File: src/rtl/sfifo_pkg.sv
package sfifo_pkg;
  localparam int unsigned SF_DW    = 12;
  localparam int unsigned SF_DEPTH = 8;
  localparam int unsigned SF_BUS_W = 12;

  // status/control word layout
  localparam int unsigned ST_AFN     = 11;
  localparam int unsigned ST_AFC_LO  = 8;
  localparam int unsigned ST_MASK    = 7;
  localparam int unsigned ST_OVR     = 6;
  localparam int unsigned ST_OOR     = 5;
  localparam int unsigned ST_EMPTY   = 4;
  localparam int unsigned ST_HEADOOR = 3;

  typedef enum logic [1:0] {
    ACC_IDLE  = 2'd0,
    ACC_POP   = 2'd1,
    ACC_REGRD = 2'd2,
    ACC_REGWR = 2'd3
  } acc_e;
endpackage

File: src/rtl/sfifo_store.sv
module sfifo_store #(
  parameter int unsigned DW    = 12,
  parameter int unsigned DEPTH = 8,
  localparam int unsigned CW   = $clog2(DEPTH),
  localparam int unsigned WW   = DW + 1
) (
  input  logic          clk,
  input  logic          rst_n,
  input  logic          clr,
  input  logic          push,
  input  logic [WW-1:0] push_word,
  input  logic          pop,
  output logic [CW:0]   cnt,
  output logic [CW:0]   cnt_next,
  output logic [WW-1:0] head,
  output logic          taken,
  output logic          dropped
);
  localparam logic [CW:0] FULL_CNT = (CW+1)'(DEPTH);

  logic [WW-1:0] mem [DEPTH];
  logic          pop_eff;
  logic          shift;
  logic [CW:0]   base;

  always_comb begin
    pop_eff  = pop && (cnt != '0);
    shift    = pop_eff && (cnt > (CW+1)'(1));
    base     = cnt - (CW+1)'(pop_eff);
    taken    = push && (base != FULL_CNT);
    dropped  = push && !taken;
    cnt_next = base + (CW+1)'(taken);
  end

  always_ff @(posedge clk or negedge rst_n) begin
    if (!rst_n)   cnt <= '0;
    else if (clr) cnt <= '0;
    else          cnt <= cnt_next;
  end

  for (genvar g = 0; g < DEPTH; g++) begin : g_loc
    if (g < DEPTH - 1) begin : g_mid
      always_ff @(posedge clk or negedge rst_n) begin
        if (!rst_n)                               mem[g] <= '0;
        else if (clr)                             mem[g] <= '0;
        else if (taken && base == (CW+1)'(g))     mem[g] <= push_word;
        else if (shift)                           mem[g] <= mem[g+1];
      end
    end else begin : g_top
      always_ff @(posedge clk or negedge rst_n) begin
        if (!rst_n)                               mem[g] <= '0;
        else if (clr)                             mem[g] <= '0;
        else if (taken && base == (CW+1)'(g))     mem[g] <= push_word;
      end
    end
  end

  assign head = mem[0];
endmodule

File: src/rtl/sfifo_ctrl.sv
module sfifo_ctrl
  import sfifo_pkg::*;
#(
  parameter int unsigned DEPTH = 8,
  parameter int unsigned BUS_W = 12,
  localparam int unsigned CW   = $clog2(DEPTH)
) (
  input  logic             clk,
  input  logic             rst_n,
  input  logic             reg_wr,
  input  logic [BUS_W-1:0] wdata,
  input  logic             conv_end,
  input  logic [CW:0]      cnt_next,
  input  logic             taken,
  input  logic             dropped,
  input  logic             push_oor,
  output logic [CW-1:0]    afc,
  output logic             mask,
  output logic             ovr,
  output logic             oor_sticky,
  output logic             af_hit,
  output logic             soft_clr
);
  logic [CW-1:0] field_next;

  always_comb begin
    soft_clr   = reg_wr && wdata[ST_OVR];
    field_next = (cnt_next == '0) ? '0 : CW'(cnt_next - (CW+1)'(1));
  end

  always_ff @(posedge clk or negedge rst_n) begin
    if (!rst_n) begin
      afc <= '1; mask <= 1'b0; ovr <= 1'b0; oor_sticky <= 1'b0; af_hit <= 1'b0;
    end else if (soft_clr) begin
      afc <= '1; mask <= 1'b0; ovr <= 1'b0; oor_sticky <= 1'b0; af_hit <= 1'b0;
    end else begin
      if (reg_wr) begin
        afc  <= wdata[ST_AFC_LO +: CW];
        mask <= wdata[ST_MASK];
      end
      if (dropped)             ovr        <= 1'b1;
      if (taken && push_oor)   oor_sticky <= 1'b1;
      if (conv_end)            af_hit     <= (field_next == afc);
    end
  end
endmodule

File: src/rtl/sfifo_bus.sv
module sfifo_bus
  import sfifo_pkg::*;
#(
  parameter int unsigned DW    = 12,
  parameter int unsigned BUS_W = 12
) (
  input  logic             sel,
  input  logic             rd,
  input  logic             wr,
  input  logic             addr,
  input  logic [BUS_W-1:0] status,
  input  logic [DW-1:0]    head_data,
  output logic             fifo_pop,
  output logic             reg_wr,
  output logic [BUS_W-1:0] rdata
);
  acc_e acc;

  always_comb begin
    acc = ACC_IDLE;
    if (sel) begin
      if (addr && wr)       acc = ACC_REGWR;
      else if (addr && rd)  acc = ACC_REGRD;
      else if (!addr && rd) acc = ACC_POP;
    end
    fifo_pop = (acc == ACC_POP);
    reg_wr   = (acc == ACC_REGWR);
    rdata    = addr ? status : BUS_W'(head_data);
  end
endmodule

File: src/rtl/sample_fifo_sreg.sv
module sample_fifo_sreg
  import sfifo_pkg::*;
#(
  parameter int unsigned DW    = SF_DW,
  parameter int unsigned DEPTH = SF_DEPTH,
  parameter int unsigned BUS_W = SF_BUS_W
) (
  input  logic             clk,
  input  logic             rst_n,
  input  logic             in_valid,
  input  logic [DW-1:0]    in_data,
  input  logic             in_oor,
  input  logic             bus_sel,
  input  logic             bus_rd,
  input  logic             bus_wr,
  input  logic             bus_addr,
  input  logic [BUS_W-1:0] bus_wdata,
  output logic [BUS_W-1:0] bus_rdata,
  output logic             almost_full_n
);
  localparam int unsigned CW = $clog2(DEPTH);
  localparam int unsigned WW = DW + 1;

  logic          fifo_pop, reg_wr, soft_clr;
  logic [CW:0]   cnt, cnt_next;
  logic [WW-1:0] head;
  logic          taken, dropped;
  logic [CW-1:0] afc, cnt_field;
  logic          mask, ovr, oor_sticky, af_hit;
  logic [BUS_W-1:0] status;

  sfifo_bus #(.DW(DW), .BUS_W(BUS_W)) u_bus (
    .sel(bus_sel), .rd(bus_rd), .wr(bus_wr), .addr(bus_addr),
    .status(status), .head_data(head[DW-1:0]),
    .fifo_pop(fifo_pop), .reg_wr(reg_wr), .rdata(bus_rdata)
  );

  sfifo_store #(.DW(DW), .DEPTH(DEPTH)) u_store (
    .clk(clk), .rst_n(rst_n), .clr(soft_clr),
    .push(in_valid), .push_word({in_oor, in_data}), .pop(fifo_pop),
    .cnt(cnt), .cnt_next(cnt_next), .head(head),
    .taken(taken), .dropped(dropped)
  );

  sfifo_ctrl #(.DEPTH(DEPTH), .BUS_W(BUS_W)) u_ctrl (
    .clk(clk), .rst_n(rst_n), .reg_wr(reg_wr), .wdata(bus_wdata),
    .conv_end(in_valid), .cnt_next(cnt_next), .taken(taken),
    .dropped(dropped), .push_oor(in_oor),
    .afc(afc), .mask(mask), .ovr(ovr), .oor_sticky(oor_sticky),
    .af_hit(af_hit), .soft_clr(soft_clr)
  );

  always_comb begin
    cnt_field     = (cnt == '0) ? '0 : CW'(cnt - (CW+1)'(1));
    almost_full_n = !(af_hit && !mask);
    status                        = '0;
    status[ST_AFN]                = almost_full_n;
    status[ST_AFC_LO +: CW]       = afc;
    status[ST_MASK]               = mask;
    status[ST_OVR]                = ovr;
    status[ST_OOR]                = oor_sticky;
    status[ST_EMPTY]              = (cnt == '0);
    status[ST_HEADOOR]            = head[WW-1];
    status[CW-1:0]                = cnt_field;
  end
endmodule

File: config.mk
export PLATFORM = sky130hd
export DESIGN_NAME = sample_fifo_sreg
export DESIGN_NICKNAME = d
export VERILOG_FILES = /design/src/rtl/sfifo_pkg.sv /design/src/rtl/sfifo_store.sv /design/src/rtl/sfifo_ctrl.sv /design/src/rtl/sfifo_bus.sv /design/src/rtl/sample_fifo_sreg.sv
export SDC_FILE = /design/constraint.sdc
export NUM_CORES = 1
export LEC_CHECK = 0
export BUFFER_PORTS_ARGS = -buffer_cell sky130_fd_sc_hd__buf_2
export CAP_MARGIN = 30
export CORE_MARGIN = 1.5
export CORE_UTILIZATION = 25
export DETAILED_ROUTE_END_ITERATION = 7
export PLACE_DENSITY = 0.52
export SYNTH_ARGS = -nofsm -noshare
export SYNTH_HDL_FRONTEND = slang
export SYNTH_SLANG_ARGS = --single-unit
File: constraint.sdc
create_clock -name clk -period 5.5 [get_ports clk]
set_input_delay 0.55 -clock clk [delete_from_list [all_inputs] [get_ports clk]]
set_output_delay 0.55 -clock clk [all_outputs]
set_load 0.01 [all_outputs]
==> run_summary.xml <==
<?xml version="1.0" encoding="UTF-8"?>
<metrics>
  <group name="sta">
    <metric name="hold_violations" unit="">0</metric>
    <metric name="fin_worst_skew" unit="ps">7.27</metric>
    <metric name="finalSetupTns" unit="ps">0</metric>
    <metric name="drv_slew" unit="">0</metric>
    <metric name="clock.fmax" unit="GHz">0.260</metric>
    <metric name="timing.slew.headroom" unit="%">39.9</metric>
    <metric name="final_period_minus_worst_setup_slack" unit="ps">3840</metric>
    <metric name="report.final.setup_viol" unit="">0</metric>
    <metric name="grt_setup_unrepaired" unit="">no</metric>
    <metric name="tightestPinTransition" unit="ps">898</metric>
    <metric name="period_share" unit="%">69.8</metric>
  </group>
  <group name="worst_hold_path">
    <metric name="hold_path_class" unit="">in -&gt; async</metric>
  </group>
  <group name="power_and_ir_drop">
    <metric name="power.internal" unit="mW">2.50</metric>
    <metric name="power_frac_seq" unit="%">38.2</metric>
    <metric name="total_switching_power" unit="mW">1.25</metric>
    <metric name="share_clk_of_total_power" unit="%">31.3</metric>
    <metric name="sw_frac_of_total" unit="%">33.3</metric>
    <metric name="pwr_per_cell_area" unit="nW/µm²">543</metric>
    <metric name="comb_power_share" unit="%">30.6</metric>
    <metric name="irDropWorstVdd" unit="V">0.000202</metric>
    <metric name="leakage" unit="nW">2.90</metric>
  </group>
  <group name="clocking">
    <metric name="cts_tree" unit="">built</metric>
    <metric name="numCtsBuffers" unit="">17</metric>
    <metric name="cts-hold-fix-buffers" unit="">0</metric>
    <metric name="cts_resized" unit="">0</metric>
    <metric name="cts_max_path_buffers" unit="">2</metric>
    <metric name="clkSinkCount" unit="">115</metric>
    <metric name="cts-root-buf" unit="">sky130_fd_sc_hd__clkbuf_16</metric>
    <metric name="ctsHtreeMaxLevel" unit="">4</metric>
    <metric name="post_cts_buffers" unit="">0</metric>
    <metric name="clk_lat_worst_skew" unit="ps">400</metric>
    <metric name="clk_transition_reported_paths" unit="ps">50</metric>
  </group>
  <group name="critical_path">
    <metric name="worst-setup-path-type" unit="">reg -&gt; reg</metric>
    <metric name="worst-endpoint-arrival" unit="ps">4110</metric>
    <metric name="worstPathRequired" unit="ps">5770</metric>
    <metric name="critical_path_start_type" unit="">flop</metric>
    <metric name="critPathMaxFanout" unit="">14</metric>
    <metric name="critical_path_launch_point" unit="">u_store.cnt[2]</metric>
    <metric name="worstSetupEndpointType" unit="">flop</metric>
    <metric name="r2r_path_start" unit="">u_store.cnt[2]</metric>
  </group>
  <group name="floorplan">
    <metric name="floorplan.die.height" unit="µm">156</metric>
    <metric name="floorplan.die_area" unit="µm²">24300</metric>
    <metric name="floorplan.rows" unit="">55</metric>
    <metric name="i_o_pin_total" unit="">45</metric>
    <metric name="area_of_the_core" unit="µm²">22800</metric>
    <metric name="die-width" unit="µm">156</metric>
    <metric name="starting_density_of_the_core" unit="%">25.7</metric>
  </group>
  <group name="layout">
    <metric name="areaGrowthSynthToFinish" unit="%">17.8</metric>
    <metric name="final_cell_mix" unit="">sky130_fd_sc_hd__dfrtp_1, sky130_fd_sc_hd__a22oi_1, sky130_fd_sc_hd__nand2_1</metric>
    <metric name="finalNetCount" unit="">619</metric>
    <metric name="mostFrequentLayoutCell" unit="">sky130_fd_sc_hd__dfrtp_1</metric>
    <metric name="drive_above_1_share" unit="%">18.9</metric>
    <metric name="layoutNonFillerInstCount" unit="">910</metric>
    <metric name="fillCellCount" unit="">2370</metric>
    <metric name="postLayoutCoreUtil" unit="%">30.3</metric>
    <metric name="final_standard_cell_area_without_fillers" unit="µm²">6890</metric>
    <metric name="antennaDiodeCount" unit="">0</metric>
  </group>
  <group name="global_routing">
    <metric name="pin_count_of_the_biggest_net_entering_global_routing" unit="">66</metric>
    <metric name="grtUsageTotal" unit="%">13.1</metric>
    <metric name="antenna_violations_before_repair" unit="">0</metric>
    <metric name="number_of_global_route_vias_before_repair" unit="">4526</metric>
    <metric name="grt_first_pass_wirelength" unit="µm">25100</metric>
    <metric name="global_route.overflow_total" unit="">0</metric>
  </group>
  <group name="routing">
    <metric name="remaining_drc_errors" unit="">0</metric>
    <metric name="wl_cell" unit="µm">16.5</metric>
    <metric name="route.final.wire_length" unit="µm">15000</metric>
    <metric name="detail_route.first_pass.iterations" unit="">6</metric>
    <metric name="ant_nets" unit="">0</metric>
    <metric name="total_via_count_after_detailed_routing" unit="">4435</metric>
    <metric name="detail_route.vias_per_cell" unit="">4.87</metric>
    <metric name="detail_route.iter0.violations" unit="">393</metric>
  </group>
  <group name="job">
    <metric name="number_of_maximum_capacitance_violations" unit="">0</metric>
  </group>
  <group name="synthesis">
    <metric name="synthesis.area_per_instance" unit="µm²">10.2</metric>
    <metric name="total_of_flip_flops_plus_latches_after_synthesis" unit="">115</metric>
    <metric name="yosys_warnings" unit="">0</metric>
    <metric name="postSynth.asyncResetShare" unit="%">100</metric>
    <metric name="syn-cell-area" unit="µm²">5850</metric>
    <metric name="synth_sequential_area_ratio" unit="%">49.3</metric>
    <metric name="netlist-cell-type-count" unit="">56</metric>
    <metric name="ys_dominant_reg_cell" unit="">sky130_fd_sc_hd__dfrtp_1</metric>
    <metric name="number_of_enable_flip_flop_cells_after_synthesis" unit="">0</metric>
    <metric name="syn_inst" unit="">574</metric>
    <metric name="synthesis.nets" unit="">609</metric>
  </group>
  <group name="placement">
    <metric name="place_congestion" unit="">0.775</metric>
    <metric name="detailed_place_hpwl" unit="µm">10100</metric>
    <metric name="place_area" unit="µm²">6250</metric>
    <metric name="dp_cells" unit="">877</metric>
    <metric name="port-buffer-count" unit="">37</metric>
  </group>
  <group name="run_status">
    <metric name="run_status" unit="">finished clean</metric>
  </group>
</metrics>
-- power groups by stage --
stage          clock network, mW  registers, mW  logic (mW)
3_3_place_gp                   0           1.43        1.12
3_5_place_dp                   0           1.44        1.14
2_1_floorplan                  0           1.36       0.912
5_1_grt                     1.23           1.48        1.31
4_1_cts                     1.19           1.43        1.15
6_report                    1.17           1.43        1.14
-- cell type report --
type	instances	area (µm²)	share of cell area [%]
flip-flops and latches	115	2880	41.8
multi-input cells	393	2650	38.5
clock buffers	23	478	6.94
well taps	313	392	5.68
repair buffers	48	302	4.38
clock inverters	9	151	2.20
inverters	9	33.8	0.490
-- synth_stat cells, types with 9 or more instances --
cell | count | area, µm²
sky130_fd_sc_hd__o2bb2ai_1 | 39 | 342
sky130_fd_sc_hd__o21ai_1 | 11 | 55.1
sky130_fd_sc_hd__inv_1 | 9 | 33.8
sky130_fd_sc_hd__clkbuf_1 | 16 | 60.1
sky130_fd_sc_hd__dfrtp_1 | 112 | 2800
sky130_fd_sc_hd__buf_2 | 29 | 145
sky130_fd_sc_hd__nand2_1 | 64 | 240
sky130_fd_sc_hd__nor2_1 | 39 | 146
sky130_fd_sc_hd__mux2_2 | 12 | 135
sky130_fd_sc_hd__mux2i_1 | 15 | 150
sky130_fd_sc_hd__a22oi_1 | 91 | 683
sky130_fd_sc_hd__o21ai_0 | 50 | 250
-- routing by layer --
metal / up-vias / track usage (%) / part of all wire, %
li1: 2144 / - / -
met1: 2202 / 18.9 / 52
met2: 69 / 19.6 / 44
met3: 20 / 2.53 / 3.1
met4: 0 / 4.08 / 1.4
met5: - / 0 / 0
-- worst max-delay path, stage by stage, from the launching register on --
cell                        delay [ps]
sky130_fd_sc_hd__dfrtp_1           540
sky130_fd_sc_hd__or3_1             410
sky130_fd_sc_hd__nor2_1            190
sky130_fd_sc_hd__nor2_1             80
sky130_fd_sc_hd__ha_1              210
sky130_fd_sc_hd__ha_1              370
sky130_fd_sc_hd__nand2b_1          240
sky130_fd_sc_hd__o21a_1            170
sky130_fd_sc_hd__o22a_4            270
sky130_fd_sc_hd__nor3_4            600
sky130_fd_sc_hd__nor2_1            250
sky130_fd_sc_hd__buf_4             250
sky130_fd_sc_hd__o2bb2ai_1         120
-- stage by stage --
stage | setup WS (ps) | power (mW) | hold slack, ps
final | 1660 | 3.74 | 178
after global routing | 1490 | 4.02 | 221
after CTS | 1570 | 3.77 | 213
after detailed placement | 1490 | 2.58 | 466
after global placement | 1550 | 2.55 | 459
after floorplan | 2120 | 2.28 | 254
-- sequential cells by signal (all words and copies together), names as in the netlist --
signal	cells
u_store.cnt	4
u_ctrl.oor_sticky	1
u_ctrl.afc	3
u_ctrl.af_hit	1
u_store.head	13
u_store.mem	91
u_ctrl.ovr	1
u_ctrl.mask	1
-- path summary, 6_finish.rpt --
path,endpoint,slack (ps),depth (start not counted)
max,u_store.mem[39],1660,12
min reg2reg,u_store.head[3],470,2
min,u_store.cnt[2],180,1
max reg2reg,u_store.mem[39],1660,12
max in group asynchronous,u_store.head[0],4030,2
min in group clk,u_ctrl.afc[0],410,3
-- logic make-up (layout without fill, tap and decap cells) --
| logic type | Yosys count | in the layout | synth area share (%) |
|---|---|---|---|
| DFF | 115 | 115 | 49.3 |
| buffers and inverters | 66 | 89 | 5.45 |
| muxes | 27 | 27 | 4.88 |
| and+or+nand+nor | 141 | 141 | 12.0 |
| AOI/OAI and AO/OA | 216 | 216 | 26.0 |
| xor gates and xnor gates | 6 | 6 | 1.80 |
| adders and majority gates | 3 | 3 | 0.642 |
(Power assumes the default switching activity.)
